<file path="src/rtl/dma_latch_pkg.sv">
package dma_latch_pkg;
  typedef enum logic [1:0] {ST_IDLE, ST_WAIT, ST_READ, ST_WRITE} dma_state_e;

  localparam logic [1:0] ADJ_INC = 2'b00;
  localparam logic [1:0] ADJ_DEC = 2'b01;

  localparam logic [1:0] SEL_SRC  = 2'd0;
  localparam logic [1:0] SEL_DST  = 2'd1;
  localparam logic [1:0] SEL_CNT  = 2'd2;
  localparam logic [1:0] SEL_CTRL = 2'd3;

  localparam logic [31:0] READ_FLOOR = 32'h0200_0000;

  typedef struct packed {
    logic [1:0] dst_adj;
    logic [1:0] src_adj;
    logic       word;
    logic [1:0] timing;
    logic       enable;
  } ctrl_t;
endpackage

</file>
<file path="src/rtl/dma_regs.sv">
module dma_regs
  import dma_latch_pkg::*;
#(
  parameter int CHAN_ID = 0,
  parameter int AW      = 32,
  parameter int CNT_W   = 14
) (
  input  logic             clk_i,
  input  logic             rst_ni,
  input  logic             we_i,
  input  logic [1:0]       sel_i,
  input  logic [31:0]      wdata_i,
  input  logic             done_i,
  output logic [AW-1:0]    src_o,
  output logic [AW-1:0]    dst_o,
  output logic [CNT_W-1:0] cnt_o,
  output ctrl_t            ctrl_o,
  output logic             en_rise_o,
  output logic             en_fall_o
);
  localparam logic [31:0] SRC_MASK = (CHAN_ID == 0) ? 32'h07FF_FFFF : 32'h0FFF_FFFF;
  localparam logic [31:0] DST_MASK = (CHAN_ID == 3) ? 32'h0FFF_FFFF : 32'h07FF_FFFF;

  ctrl_t ctrl_q;
  logic  ctrl_we;

  assign ctrl_we   = we_i && (sel_i == SEL_CTRL);
  assign en_rise_o = ctrl_we && wdata_i[0] && !ctrl_q.enable;
  assign en_fall_o = ctrl_we && !wdata_i[0];
  assign ctrl_o    = ctrl_q;

  always_ff @(posedge clk_i or negedge rst_ni) begin
    if (!rst_ni) begin
      src_o  <= '0;
      dst_o  <= '0;
      cnt_o  <= '0;
      ctrl_q <= '0;
    end else begin
      if (done_i) ctrl_q.enable <= 1'b0;
      if (we_i) begin
        unique case (sel_i)
          SEL_SRC:  src_o  <= AW'(wdata_i & SRC_MASK);
          SEL_DST:  dst_o  <= AW'(wdata_i & DST_MASK);
          SEL_CNT:  cnt_o  <= wdata_i[CNT_W-1:0];
          default:  ctrl_q <= ctrl_t'(wdata_i[$bits(ctrl_t)-1:0]);
        endcase
      end
    end
  end
endmodule

</file>
<file path="src/rtl/dma_addr_step.sv">
module dma_addr_step #(
  parameter int AW = 32
) (
  input  logic [AW-1:0] addr_i,
  input  logic [1:0]    adj_i,
  input  logic          word_i,
  output logic [AW-1:0] aligned_o,
  output logic [AW-1:0] next_o
);
  logic [AW-1:0] step;

  assign step      = word_i ? AW'(4) : AW'(2);
  assign aligned_o = word_i ? {addr_i[AW-1:2], 2'b00} : {addr_i[AW-1:1], 1'b0};

  always_comb begin
    unique case (adj_i)
      2'b00:   next_o = addr_i + step;
      2'b01:   next_o = addr_i - step;
      default: next_o = addr_i;
    endcase
  end
endmodule

</file>
<file path="src/rtl/dma_data_latch.sv">
module dma_data_latch #(
  parameter int DW = 32
) (
  input  logic          clk_i,
  input  logic          rst_ni,
  input  logic          ld_i,
  input  logic          word_i,
  input  logic [DW-1:0] rd_data_i,
  input  logic [1:0]    lane_i,
  output logic [DW-1:0] wr_data_o
);
  localparam int HW = DW / 2;

  logic [DW-1:0]   latch_q;
  logic [2*DW-1:0] rot;

  always_ff @(posedge clk_i or negedge rst_ni) begin
    if (!rst_ni)   latch_q <= '0;
    else if (ld_i) latch_q <= word_i ? rd_data_i : {rd_data_i[HW-1:0], rd_data_i[HW-1:0]};
  end

  // rotate right by byte lane
  assign rot       = {latch_q, latch_q} >> {lane_i, 3'b000};
  assign wr_data_o = word_i ? latch_q : {{HW{1'b0}}, rot[HW-1:0]};
endmodule

</file>
<file path="src/rtl/dma_latch_chan.sv">
module dma_latch_chan
  import dma_latch_pkg::*;
#(
  parameter int CHAN_ID = 0,
  parameter int AW      = 32
) (
  input  logic          clk_i,
  input  logic          rst_ni,
  input  logic          reg_we_i,
  input  logic [1:0]    reg_sel_i,
  input  logic [31:0]   reg_wdata_i,
  input  logic          trig_i,
  output logic          busy_o,
  output logic          rd_req_o,
  output logic [AW-1:0] rd_addr_o,
  output logic          rd_word_o,
  input  logic [31:0]   rd_data_i,
  input  logic          rd_ready_i,
  output logic          wr_req_o,
  output logic [AW-1:0] wr_addr_o,
  output logic          wr_word_o,
  output logic [31:0]   wr_data_o,
  input  logic          wr_ready_i
);
  localparam int CNT_W = (CHAN_ID == 3) ? 16 : 14;
  localparam int DW    = 32;

  logic [AW-1:0]    src_q, dst_q;
  logic [CNT_W-1:0] cnt_q;
  ctrl_t            ctrl_q, ctrl_new;
  logic             en_rise, en_fall, done;

  dma_state_e       state_q;
  logic [AW-1:0]    wk_addr [2];
  logic [1:0]       wk_adj  [2];
  logic [AW-1:0]    al_addr [2];
  logic [AW-1:0]    nx_addr [2];
  logic [CNT_W-1:0] cnt_wk;
  logic             word_wk;
  logic             readable, ld;

  assign ctrl_new = ctrl_t'(reg_wdata_i[$bits(ctrl_t)-1:0]);

  dma_regs #(.CHAN_ID(CHAN_ID), .AW(AW), .CNT_W(CNT_W)) u_regs (
    .clk_i     (clk_i),
    .rst_ni    (rst_ni),
    .we_i      (reg_we_i),
    .sel_i     (reg_sel_i),
    .wdata_i   (reg_wdata_i),
    .done_i    (done),
    .src_o     (src_q),
    .dst_o     (dst_q),
    .cnt_o     (cnt_q),
    .ctrl_o    (ctrl_q),
    .en_rise_o (en_rise),
    .en_fall_o (en_fall)
  );

  // index 0 = source, 1 = destination
  for (genvar g = 0; g < 2; g++) begin : g_step
    dma_addr_step #(.AW(AW)) u_step (
      .addr_i    (wk_addr[g]),
      .adj_i     (wk_adj[g]),
      .word_i    (word_wk),
      .aligned_o (al_addr[g]),
      .next_o    (nx_addr[g])
    );
  end

  assign readable = al_addr[0] >= AW'(READ_FLOOR);
  assign ld       = (state_q == ST_READ) && readable && rd_ready_i;
  assign done     = (state_q == ST_WRITE) && wr_ready_i && (cnt_wk == CNT_W'(1)) && !en_fall;

  dma_data_latch #(.DW(DW)) u_latch (
    .clk_i     (clk_i),
    .rst_ni    (rst_ni),
    .ld_i      (ld),
    .word_i    (word_wk),
    .rd_data_i (rd_data_i),
    .lane_i    (al_addr[1][1:0]),
    .wr_data_o (wr_data_o)
  );

  always_ff @(posedge clk_i or negedge rst_ni) begin
    if (!rst_ni) begin
      state_q    <= ST_IDLE;
      wk_addr[0] <= '0;
      wk_addr[1] <= '0;
      wk_adj[0]  <= '0;
      wk_adj[1]  <= '0;
      cnt_wk     <= '0;
      word_wk    <= 1'b0;
    end else if (en_fall) begin
      state_q <= ST_IDLE;
    end else if (en_rise) begin
      wk_addr[0] <= src_q;
      wk_addr[1] <= dst_q;
      wk_adj[0]  <= ctrl_new.src_adj;
      wk_adj[1]  <= ctrl_new.dst_adj;
      word_wk    <= ctrl_new.word;
      cnt_wk     <= (cnt_q == '0) ? '1 : cnt_q;
      state_q    <= (ctrl_new.timing == 2'b00) ? ST_READ : ST_WAIT;
    end else begin
      unique case (state_q)
        ST_WAIT:  if (trig_i) state_q <= ST_READ;
        ST_READ:  if (!readable || rd_ready_i) state_q <= ST_WRITE;
        ST_WRITE: if (wr_ready_i) begin
          wk_addr[0] <= nx_addr[0];
          wk_addr[1] <= nx_addr[1];
          cnt_wk     <= cnt_wk - CNT_W'(1);
          state_q    <= (cnt_wk == CNT_W'(1)) ? ST_IDLE : ST_READ;
        end
        default: ;
      endcase
    end
  end

  assign busy_o    = (state_q == ST_READ) || (state_q == ST_WRITE);
  assign rd_req_o  = (state_q == ST_READ) && readable;
  assign rd_addr_o = al_addr[0];
  assign rd_word_o = word_wk;
  assign wr_req_o  = (state_q == ST_WRITE);
  assign wr_addr_o = al_addr[1];
  assign wr_word_o = word_wk;
endmodule

</file>
<file path="config.mk">
export PLATFORM = sky130hd
export DESIGN_NAME = dma_latch_chan
export DESIGN_NICKNAME = d
export VERILOG_FILES = /design/src/rtl/dma_latch_pkg.sv /design/src/rtl/dma_regs.sv /design/src/rtl/dma_addr_step.sv /design/src/rtl/dma_data_latch.sv /design/src/rtl/dma_latch_chan.sv
export SDC_FILE = /design/constraint.sdc
export NUM_CORES = 1
export LEC_CHECK = 0
export CAP_MARGIN = 20
export CORE_MARGIN = 2
export CORE_UTILIZATION = 51
export CTS_BUF_LIST = sky130_fd_sc_hd__clkbuf_4 sky130_fd_sc_hd__clkbuf_8
export DETAILED_ROUTE_END_ITERATION = 8
export PLACE_DENSITY = 0.79
export SLEW_MARGIN = 20
export SYNTH_ARGS = -nofsm -noshare
export SYNTH_HDL_FRONTEND = slang
export SYNTH_SLANG_ARGS = --single-unit
</file>
<file path="constraint.sdc">
create_clock -name clk_i -period 3.25 [get_ports clk_i]
set_input_delay 0.65 -clock clk_i [delete_from_list [all_inputs] [get_ports clk_i]]
set_output_delay 0.65 -clock clk_i [all_outputs]
set_load 0.005 [all_outputs]
</file>
==> results of run 1 <==
-- where the power goes --
part	internal [mW]	switching (mW)
Clock	0.672	0.990
Sequential	2.98	0.924
Combinational	2.19	1.90
Total	5.84	3.82
-- critical path, stage by stage, from the launching register on --
cell and delay (ns):
dfrtp_2 0.46, inv_2 0.14, ha_1 0.19, nor2b_1 0.16, buf_6 0.22, mux2_2 0.35
clkdlybuf4s50_1 0.47
-- cell usage after synthesis, types with 3 or more instances --
cell,n,area [um^2]
o31a_1,3,26.3
dfrtp_1,182,4550
or3_1,29,181
nor2_1,114,428
buf_4,63,473
inv_1,14,52.6
nand2_1,123,462
o21ai_1,3,15.0
nand3_1,41,205
o211ai_1,4,30.0
a211o_1,4,35.0
or2_2,7,43.8
a211oi_1,4,30.0
nor4_1,22,138
and2_1,23,144
o21ai_0,71,355
buf_1,4,15.0
ha_1,15,188
nor3b_1,5,37.5
buf_2,8,40.0
o21a_1,6,45.0
xor2_1,18,158
o31ai_1,7,52.6
and4_1,5,43.8
or4_1,9,67.6
a22oi_1,6,45.0
nand4_1,32,200
mux2_2,98,1100
o22ai_1,6,37.5
nor3_1,38,190
a21oi_1,71,355
nand4b_1,3,26.3
nand2b_1,9,56.3
nor2b_1,9,56.3
a31oi_1,14,87.6
clkbuf_1,77,289
a41oi_1,4,35.0
and3_1,19,119
nand3b_1,4,30.0
nor4b_1,4,35.0
xnor2_1,39,342
o2111ai_1,3,26.3
mux2i_1,33,330
-- layer usage --
metal  track usage  vias to the layer above
met3        0.0526                       59
met5             0                        -
met1         0.374                     4938
li1              -                     4752
met2         0.423                      459
met4        0.0917                        0
-- worst max-delay path by stage --
stage,to,slack [ns],depth (start not counted),from
detailed placement,wk_addr[47],0.25,7,reg_sel_i[0]
global route,wr_data_o[13],0.03,6,rd_word_o
global placement,wk_addr[40],0.29,8,reg_sel_i[0]
floorplan,wk_addr[46],0.008,14,wk_adj[3]
finish,wr_data_o[11],0.15,6,rd_word_o
CTS,wr_data_o[15],0.09,6,rd_word_o
-- layout make-up --
class / count / area, um^2 / area share
Inverter: 14 / 52.6 / 0.00384
Timing Repair Buffer: 211 / 2050 / 0.150
Tap cell: 285 / 357 / 0.0261
Clock inverter: 15 / 199 / 0.0145
Clock buffer: 17 / 234 / 0.0171
Multi-Input combinational cell: 951 / 6220 / 0.455
Sequential cell: 182 / 4560 / 0.333
-- cells by family (layout without fill, tap and decap cells) --
kind of cell,after synthesis,in the layout
AOI/OAI and AO/OA,236,236
and+or+nand+nor,510,510
xor gates and xnor gates,57,57
other,1,2
buffers and inverters,168,257
adders and majority gates,15,15
DFF,182,182
muxes,131,131
-- through the flow --
stage / instances / utilization / area (um^2) / total power [mW]
3_5_place_dp: 1643 / 0.588 / 13200 / 7.99
6_report: 1675 / 0.608 / 13700 / 9.66
2_1_floorplan: 1301 / - / 11700 / 6.39
4_1_cts: 1675 / 0.608 / 13700 / 9.67
3_3_place_gp: 1643 / 0.588 / 13200 / 7.88
5_1_grt: 1675 / 0.608 / 13700 / 10.3
-- state kept, by name (all words and copies together), names as in the netlist --
| signal | flops |
|---|---|
| wk_adj | 4 |
| rd_word_o | 1 |
| u_latch.latch_q | 32 |
| u_regs.cnt_o | 14 |
| state_q | 2 |
| wk_addr | 62 |
| cnt_wk | 14 |
| u_regs.src_o | 26 |
| u_regs.ctrl_o | 1 |
| u_regs.dst_o | 26 |
==> results.md, run 1 <==
- Cell area power density: 706 mW/mm^2
- Mux contribution to synthesized area: 0.123
- Count of mapped cells out of synthesis: 1,300
- WHS: 0.0988 ns
- Top library cells by usage in the layout, fill and taps aside: 181 x dfrtp_1, 164 x clkdlybuf4s50_1, 123 x nand2_1
- Final Max Tran Viols: 0
- Share of final-layout standard cells stronger than drive strength 1: 0.145
- Dominant combinational cell family by area after synthesis: simple AND/OR/NAND/NOR gates
- Compound-gate portion of the synthesized area: 0.126
- Distinct cell type count after synthesis: 76
- Setup slack of the most critical reg-to-reg path: 0.31 ns
- Post-route ant nets: 0
- Setup-failing EPs final: 0
- Area of the core: 0.0225 mm^2
- Maximum number of pins on one net before global-route repair: 72
- Count of flip-flops with a built-in enable after synthesis: 0
- Run status: completed
- Number of endpoints with negative hold slack in the final report: 0
- Adder-Cell Fraction of Synth Area: 0.0161
- WL/cell: ~19 um
- Worst Skew: 0.0191 ns
- Type of the worst setup path: flop to output port
- Total congestion overflow after global routing: 0
- Post-route setup slack: 0.153 ns
- Max-Slew Margin vs Limit: 0.458
- Clk Tree Root Cell: clkbuf_8
- Starting density of the core: 0.517
- Metal-1 WL: 13.8 mm
- Hold/Removal Path Class: input pin to asynchronous set/reset pin
- Max frequency: around 0.32 GHz
- Most frequent standard cell in the layout excluding fill and tap cells: dfrtp_1
- Required time of the critical path: between 2 and 3 ns
- Hold-fix buffers at CTS: 0
- Worst Setup End Kind: output port
- Vias in the first global route: 9,799
- Quantity of I/O buffers inserted on ports: 165
- Clock tree from TritonCTS: done
- Clock network latency to the later pin of the worst-skew pair: 0.46 ns
- Standby leakage power: 5.33 nW
- Synthesis-stage register bit count: 182
- Final weighted congestion in routability-driven placement: 0.928
- Post-synthesis share of cell area spent on and, or, nand and nor gates: 0.224
- Die Span X: 155 um
- Endpoint of the most critical register-to-register path: wk_addr[21]
- Crit start category: flop
- Post-Synth XOR/XNOR Area: 0.0429
- Met3 Routed Length: 2.66 mm
- Final sum of negative setup slack: 0 ns
- Final period utilization: 0.953
- Worst-Margin Slew: 0.810 ns
- Unrepaired setup endpoints after global routing: no
- Total clock buffers created by CTS: 17
- Total DRC errors in the routed layout: 0
- Ant. Diodes: 0
- Mapped cell area: 0.0116 mm^2
- Worst-case vdd ir drop: 463 uV
- Estimated wirelength of the detail-placed design: 23.3 mm
- Initial antenna violation count: 0
- Count of vias placed by the detailed router: between 10,000 and 15,000
- Origin of the critical flop-to-flop path: rd_word_o
- Die extent in y: 155 um
- # fillers: 1,942
- Clk sink count: 182
- Post-CTS sizing: 1
- Floorplan die area: 0.0240 mm^2
- 1st-iter DRT viols: 817
- Global-route total usage across every layer: 0.269
- Average cell area after synthesis: 8.95 um^2
- Sequential element share of the synthesized area: 0.391
- Count of maximum capacitance violations: 0
- Global-route wire length before repair: 51.9 mm
- Yosys warning count: 0
- Clock slew at the register clock pins of the worst setup and hold paths: ~0.12 ns
- Wire length on met2: 14.5 mm
- Number of primary I/O pins: around 170
- Post-route minimum period: 3.10 ns
- Worst Path Arrival: between 2 and 2.5 ns
- Depth of the most critical reg-to-reg path: 10
- Routed Wire Length: between 30 and 40 mm
- Highest fanout seen on the critical path: 16
- Highest routing layer actually used: met4
- Async S/R FF share, synth: 1.00
- Deepest clock path buffer count: 2
- TritonRoute pass-1 iters: 5
- H-Tree Depth: 4
- Worst-case setup slack after placement: 0.248 ns
- Post-CTS repair timing setup buffer count: 0
- Via density per instance: 6.09
- Layout Area Growth over Synthesis: 17.5%
- Final Net Count: 1,464
- Floorplan row count: 55
- Top flip-flop cell by instance count after synthesis: dfrtp_1
Note: power is estimated with default switching activity, not from simulation.
==> inputs of run 2 (changes only) <==
--- a/config.mk
+++ b/config.mk
@@ -6,7 +6,6 @@
 export NUM_CORES = 1
 export LEC_CHECK = 0
 export CAP_MARGIN = 20
-export CORE_MARGIN = 2
 export CORE_UTILIZATION = 51
 export CTS_BUF_LIST = sky130_fd_sc_hd__clkbuf_4 sky130_fd_sc_hd__clkbuf_8
 export DETAILED_ROUTE_END_ITERATION = 8
==> results.md, run 2 (synthesis gave the netlist of run 1 again) <==
- CP Cell Sequence: or3_1 -> nor3_1 -> buf_4 -> nor3b_1 -> clkdlybuf4s50_1 (was inv_2 -> ha_1 -> nor2b_1 -> buf_6 -> mux2_2 -> clkdlybuf4s50_1)
- Area taken by multi-input logic gates: 0.00622 mm^2 (unchanged)
- Setup slack of the most critical reg-to-reg path: 0.28 ns (was 0.31 ns)
- Floorplan die area: 0.0234 mm^2 (was 0.0240 mm^2)
- Largest incremental delay on the critical path: 0.58 ns (was 0.47 ns)
- Share of final-layout standard cells stronger than drive strength 1: 0.144 (was 0.145)
- Hold/Removal Path Class: input pin to asynchronous set/reset pin (unchanged)
- Vias in the first global route: 9,893 (was 9,799)
- Die Span X: 153 um (was 155 um)
- Clock tree from TritonCTS: done (unchanged)
- Max frequency: 0.321 GHz (was 0.323 GHz)
- Largest registers: wk_addr x62, u_latch.latch_q x32 (unchanged)
- Floorplan row count: 54 (was 55)
- Die extent in y: 153 um (was 155 um)
- Type of the worst setup path: flop to output port (unchanged)
- Total congestion overflow after global routing: 0 (unchanged)
- Worst-case vdd ir drop: 450 uV (was 463 uV)
- Worst Path Arrival: 2.46 ns (was 2.45 ns)
- H-Tree Depth: 4 (unchanged)
- Critical path's slowest cell: clkdlybuf4s50_1 (unchanged)
- Cell area power density: 701 mW/mm^2 (was 706 mW/mm^2)
- Worst Skew: 0.0164 ns (was 0.0191 ns)
- Starting density of the core: 0.527 (was 0.517)
- Layout Area Growth over Synthesis: 17.1% (was 17.5%)
- PnR Total Power: 9.56 mW (was 9.66 mW)
- Final Util: 0.617 (was 0.608)
- Setup-failing EPs final: 0 (unchanged)
- Register Area: 0.00455 mm^2 (was 0.00456 mm^2)
- Quantity of I/O buffers inserted on ports: 165 (unchanged)
- WL/cell: 19.1 um (about the same)
- Required time of the critical path: 2.60 ns (about the same)
- Clock network latency to the later pin of the worst-skew pair: 0.48 ns (was 0.46 ns)
- Unrepaired setup endpoints after global routing: no (unchanged)
- Global-route wire length before repair: 52.3 mm (was 51.9 mm)
- Flip-flop count of the largest register, all copies and words added: 62 (unchanged)
- Maximum number of pins on one net before global-route repair: 78 (was 72)
- Area of the core: 0.0221 mm^2 (was 0.0225 mm^2)
- Total clock buffers created by CTS: 17 (unchanged)
- Number of primary I/O pins: 173 (unchanged)
- Standby leakage power: 5.33 nW (about the same)
- Routed Wire Length: 32.0 mm (was 31.9 mm)
- Worst-Margin Slew: 0.774 ns (was 0.810 ns)
- 1st-iter DRT viols: 829 (was 817)
- Final sum of negative setup slack: 0 ns (unchanged)
- Clock slew at the register clock pins of the worst setup and hold paths: 0.11 ns (was 0.12 ns)
- Final period utilization: 0.957 (was 0.953)
- Clk sink count: 182 (unchanged)
- Final Max Tran Viols: 0 (unchanged)
- Deepest clock path buffer count: 2 (unchanged)
- Post-route minimum period: 3.11 ns (was 3.10 ns)
- Number of endpoints with negative hold slack in the final report: 0 (unchanged)
- Hold-fix buffers at CTS: 0 (unchanged)
- Clk Tree Root Cell: clkbuf_8 (unchanged)
- Estimated wirelength of the detail-placed design: 23.4 mm (was 23.3 mm)
- Highest fanout seen on the critical path: 6 (was 16)
- Crit start category: flop (unchanged)
- Initial antenna violation count: 1 (was 0)
- TritonRoute pass-1 iters: 5 (unchanged)
- Worst Setup End Kind: output port (unchanged)
- Most frequent standard cell in the layout excluding fill and tap cells: dfrtp_1 (unchanged)
- Count of maximum capacitance violations: 0 (unchanged)
- Via density per instance: 6.09 (about the same)
- Register with the most flip-flops: wk_addr (unchanged)
- Max-Slew Margin vs Limit: 0.482 (was 0.458)
- Global-route total usage across every layer: 0.280 (was 0.269)
- Total DRC errors in the routed layout: 0 (unchanged)
- Post-route ant nets: 0 (unchanged)
- # fillers: 1,890 (was 1,942)
- Final weighted congestion in routability-driven placement: 0.946 (was 0.928)
- Run status: completed (unchanged)
- Count of vias placed by the detailed router: 10,177 (was 10,208)
- Final Net Count: 1,464 (unchanged)
- Top library cells by usage in the layout, fill and taps aside: 182 x dfrtp_1, 164 x clkdlybuf4s50_1, 123 x nand2_1 (was 181 x dfrtp_1, 164 x clkdlybuf4s50_1, 123 x nand2_1)
[run 2: cell types whose count changed in the layout (fill, tap and decap cells not counted), sizes merged]
cell,change
bufinv,-1
clkinv,-1
diode,+1
inv,+2
[run 2: power by group]
| group | switching [mW] | internal, mW | leakage, nW |
|---|---|---|---|
| Combinational | 1.89 | 2.17 | 2.95 |
| Sequential | 0.956 | 2.98 | 2.17 |
| Clock | 0.973 | 0.595 | 0.205 |
| Total | 3.81 | 5.74 | 5.33 |
[run 2: path summary, 6_finish.rpt]
kind / startpoint / to / depth (start not counted)
max: wk_addr[58] / rd_req_o / 5
min in group clk_i: u_regs.dst_o[16] / wk_addr[16] / 2
min: rst_ni / u_regs.cnt_o[11] / 1
max in group asynchronous: rst_ni / state_q[1] / 2
min reg2reg: u_regs.dst_o[16] / wk_addr[16] / 2
max reg2reg: rd_word_o / wk_addr[62] / 10
[run 2: final cells by class]
type,count,share of cell area
multi-input cells,951,0.457
repair buffers,211,0.150
well taps,280,0.0257
diodes,1,0.000184
flip-flops and latches,182,0.334
inverters,14,0.00386
clock buffers,17,0.0172
clock inverters,15,0.0124
[run 2: worst max-delay path: cells and delay by family, from the launching register on]
| family | cells | cell delay, ns |
|---|---|---|
| simple gates | 3 | 0.69 |
| buf+inv | 2 | 0.76 |
| flops | 1 | 0.54 |
[run 2: layer usage]
layer / routed length (um) / GRT usage / vias up
li1: - / - / 4751
met1: 13600 / 0.376 / 4899
met2: 14600 / 0.437 / 471
met3: 2910 / 0.0655 / 56
met4: 848 / 0.108 / 0
met5: 0 / 0 / -
[run 2: per-stage QoR]
step | worst slack [ns] | instances | area (um^2) | hold slack, ns
3_5_place_dp | 0.260 | 1638 | 13200 | 0.463
6_report | 0.140 | 1671 | 13600 | 0.193
2_1_floorplan | 0.00788 | 1301 | 11700 | 0.354
3_3_place_gp | 0.317 | 1638 | 13200 | 0.460
5_1_grt | 0.0129 | 1671 | 13600 | 0.239
4_1_cts | 0.0127 | 1670 | 13600 | 0.215
[run 2: what timing repair did]
action                     CTS  global route
setup endpoints to repair    6            16
resized for setup            1             2
buffers inserted             0             0
==> inputs of run 3 (changes only) <==
--- a/config.mk
+++ b/config.mk
@@ -9,7 +9,7 @@
 export CORE_UTILIZATION = 51
 export CTS_BUF_LIST = sky130_fd_sc_hd__clkbuf_4 sky130_fd_sc_hd__clkbuf_8
 export DETAILED_ROUTE_END_ITERATION = 8
-export PLACE_DENSITY = 0.79
+export PLACE_DENSITY = 0.76
 export SLEW_MARGIN = 20
 export SYNTH_ARGS = -nofsm -noshare
 export SYNTH_HDL_FRONTEND = slang
==> results.md, run 3 (synthesis gave the netlist of run 1 again) <==
- Run status: completed (unchanged)
- Floorplan die area: 0.0234 mm^2 (unchanged)
- Depth of the most critical reg-to-reg path: 10 (unchanged)
- Worst Path Arrival: 2.47 ns (was 2.46 ns)
- Crit. path cell count: 5 (unchanged)
- Routed Wire Length: 32.1 mm (was 32.0 mm)
- Hold/Removal Path Class: input pin to asynchronous set/reset pin (unchanged)
- Required time of the critical path: 2.60 ns (about the same)
- Die Span X: 153 um (unchanged)
- Maximum number of pins on one net before global-route repair: 70 (was 78)
- WL/cell: 19.2 um (was 19.1 um)
- Post-route minimum period: 3.12 ns (was 3.11 ns)
- Clock network latency to the later pin of the worst-skew pair: 0.48 ns (about the same)
- Global-route wire length before repair: 51.9 mm (was 52.3 mm)
- Ant. Diodes: 0 (was 1)
- Worst Skew: 0.0174 ns (was 0.0164 ns)
- Floorplan row count: 54 (unchanged)
- Clock network fraction of total power: 0.166 (was 0.164)
- Sw frac: 0.392 (was 0.399)
- PnR Total Power: 9.64 mW (was 9.56 mW)
- Deepest clock path buffer count: 2 (unchanged)
- Area of the core: 0.0221 mm^2 (unchanged)
- Unrepaired setup endpoints after global routing: no (unchanged)
- Standby leakage power: 5.35 nW (was 5.33 nW)
- Top library cells by usage in the layout, fill and taps aside: 181 x dfrtp_1, 164 x clkdlybuf4s50_1, 123 x nand2_1 (was 182 x dfrtp_1, 164 x clkdlybuf4s50_1, 123 x nand2_1)
- Vias in the first global route: 9,858 (was 9,893)
- Quantity of I/O buffers inserted on ports: 165 (unchanged)
- Clk sink count: 182 (unchanged)
- Worst-case vdd ir drop: 457 uV (was 450 uV)
- Most frequent standard cell in the layout excluding fill and tap cells: dfrtp_1 (unchanged)
- Internal power consumption: 5.86 mW (was 5.74 mW)
- Origin of the critical flop-to-flop path: rd_word_o (unchanged)
- Max frequency: 0.320 GHz (was 0.321 GHz)
- Highest fanout seen on the critical path: 6 (unchanged)
- Starting density of the core: 0.527 (unchanged)
- Power share of the sequential group: 0.405 (was 0.412)
- Largest incremental delay on the critical path: 0.52 ns (was 0.58 ns)
- Critical path's slowest cell: or3_1 (was clkdlybuf4s50_1)
- Cell area power density: 704 mW/mm^2 (was 701 mW/mm^2)
- Count of vias placed by the detailed router: 10,167 (was 10,177)
- Final Max Tran Viols: 0 (unchanged)
- CP Cell Sequence: or3_1 -> nor3_2 -> buf_4 -> nor3b_2 -> clkdlybuf4s50_1 (was or3_1 -> nor3_1 -> buf_4 -> nor3b_1 -> clkdlybuf4s50_1)
- Largest registers: wk_addr x62, u_latch.latch_q x32 (unchanged)
- Number of primary I/O pins: 173 (unchanged)
- Count of maximum capacitance violations: 0 (unchanged)
- Total DRC errors in the routed layout: 0 (unchanged)
- Clk Tree Root Cell: clkbuf_8 (unchanged)
- Post-route setup slack: 0.128 ns (was 0.140 ns)
- Setup-failing EPs final: 0 (unchanged)
- Estimated wirelength of the detail-placed design: 23.2 mm (was 23.4 mm)
- Sum of buffers and inverters on the critical path: 2 (unchanged)
- Final Net Count: 1,467 (was 1,464)
- Register with the most flip-flops: wk_addr (unchanged)
- Final weighted congestion in routability-driven placement: 0.940 (was 0.946)
- Layout Area Growth over Synthesis: 17.7% (was 17.1%)
- H-Tree Depth: 4 (unchanged)
- Max-Slew Margin vs Limit: 0.505 (was 0.482)
- TritonRoute pass-1 iters: 6 (was 5)
- Total clock buffers created by CTS: 17 (unchanged)
- Post-route ant nets: 0 (unchanged)
- Comb power frac: 0.429 (was 0.424)
- Type of the worst setup path: flop to output port (unchanged)
- Final sum of negative setup slack: 0 ns (unchanged)
- Number of endpoints with negative hold slack in the final report: 0 (unchanged)
- Clock tree from TritonCTS: done (unchanged)
- Worst-Margin Slew: 0.740 ns (was 0.774 ns)
- 1st-iter DRT viols: 835 (was 829)
- Final period utilization: 0.961 (was 0.957)
- Flip-flop count of the largest register, all copies and words added: 62 (unchanged)
- Final Util: 0.620 (was 0.617)
- Worst-case setup slack after placement: 0.246 ns (was 0.260 ns)
- Share of final-layout standard cells stronger than drive strength 1: 0.149 (was 0.144)
- Worst Setup End Kind: output port (unchanged)
- Critical Path Start: wk_addr[60] (was wk_addr[58])
- Net switching power: 3.78 mW (was 3.81 mW)
- Gate family responsible for the most delay along the worst path: simple AND/OR/NAND/NOR gates (was buffers and inverters)
- Global-route total usage across every layer: 0.279 (was 0.280)
- Die extent in y: 153 um (unchanged)
- Clock slew at the register clock pins of the worst setup and hold paths: 0.11 ns (about the same)
- Crit start category: flop (unchanged)
- Total congestion overflow after global routing: 0 (unchanged)
- Initial antenna violation count: 0 (was 1)
- Via density per instance: 6.08 (was 6.09)
- # fillers: 1,898 (was 1,890)
-- run 3: final cells by class --
class / instances / area (um^2) / area share
repair buffers: 214 / 2090 / 0.153
flip-flops and latches: 182 / 4560 / 0.333
clock buffers: 18 / 248 / 0.0181
well taps: 280 / 350 / 0.0256
inverters: 14 / 52.6 / 0.00384
clock inverters: 14 / 158 / 0.0115
multi-input cells: 951 / 6240 / 0.456
-- run 3: repair_timing --
action,CTS,global route
setup endpoints to repair,16,8
setup buffers,0,2
gates cloned,0,1
hold buffers,0,0
resized for setup,2,7
-- run 3: layer usage --
metal	vias up	track usage	part of all wire
li1	4759	-	-
met1	4921	0.373	0.43
met2	445	0.454	0.47
met3	42	0.0661	0.079
met4	0	0.0688	0.016
met5	-	0	0
-- run 3: path summary, 6_finish.rpt --
kind | endpoint | slack (ns)
max in group asynchronous | u_regs.dst_o[22] | 2.33
setup / recovery | rd_req_o | 0.13
min in group clk_i | wk_addr[21] | 0.48
hold / removal | u_regs.cnt_o[12] | 0.16
hold reg to reg | wk_addr[21] | 0.48
setup reg to reg | wk_addr[62] | 0.28
-- run 3: through the flow --
stage / hold slack, ns / cells / instance area (um^2)
finish: 0.159 / 1673 / 13700
global route: 0.179 / 1673 / 13700
CTS: 0.182 / 1670 / 13700
detailed placement: 0.467 / 1638 / 13200
global placement: 0.459 / 1638 / 13200
floorplan: 0.354 / 1301 / 11700
-- run 3: power by group through the flow --
stage	clock, mW	sequential (mW)	combinational (mW)
after CTS	1.64	3.89	4.10
final	1.60	3.91	4.13
after global placement	0	3.90	3.97
after global routing	1.74	4.03	4.51
after detailed placement	0	3.94	4.06
after floorplan	0	3.45	2.94
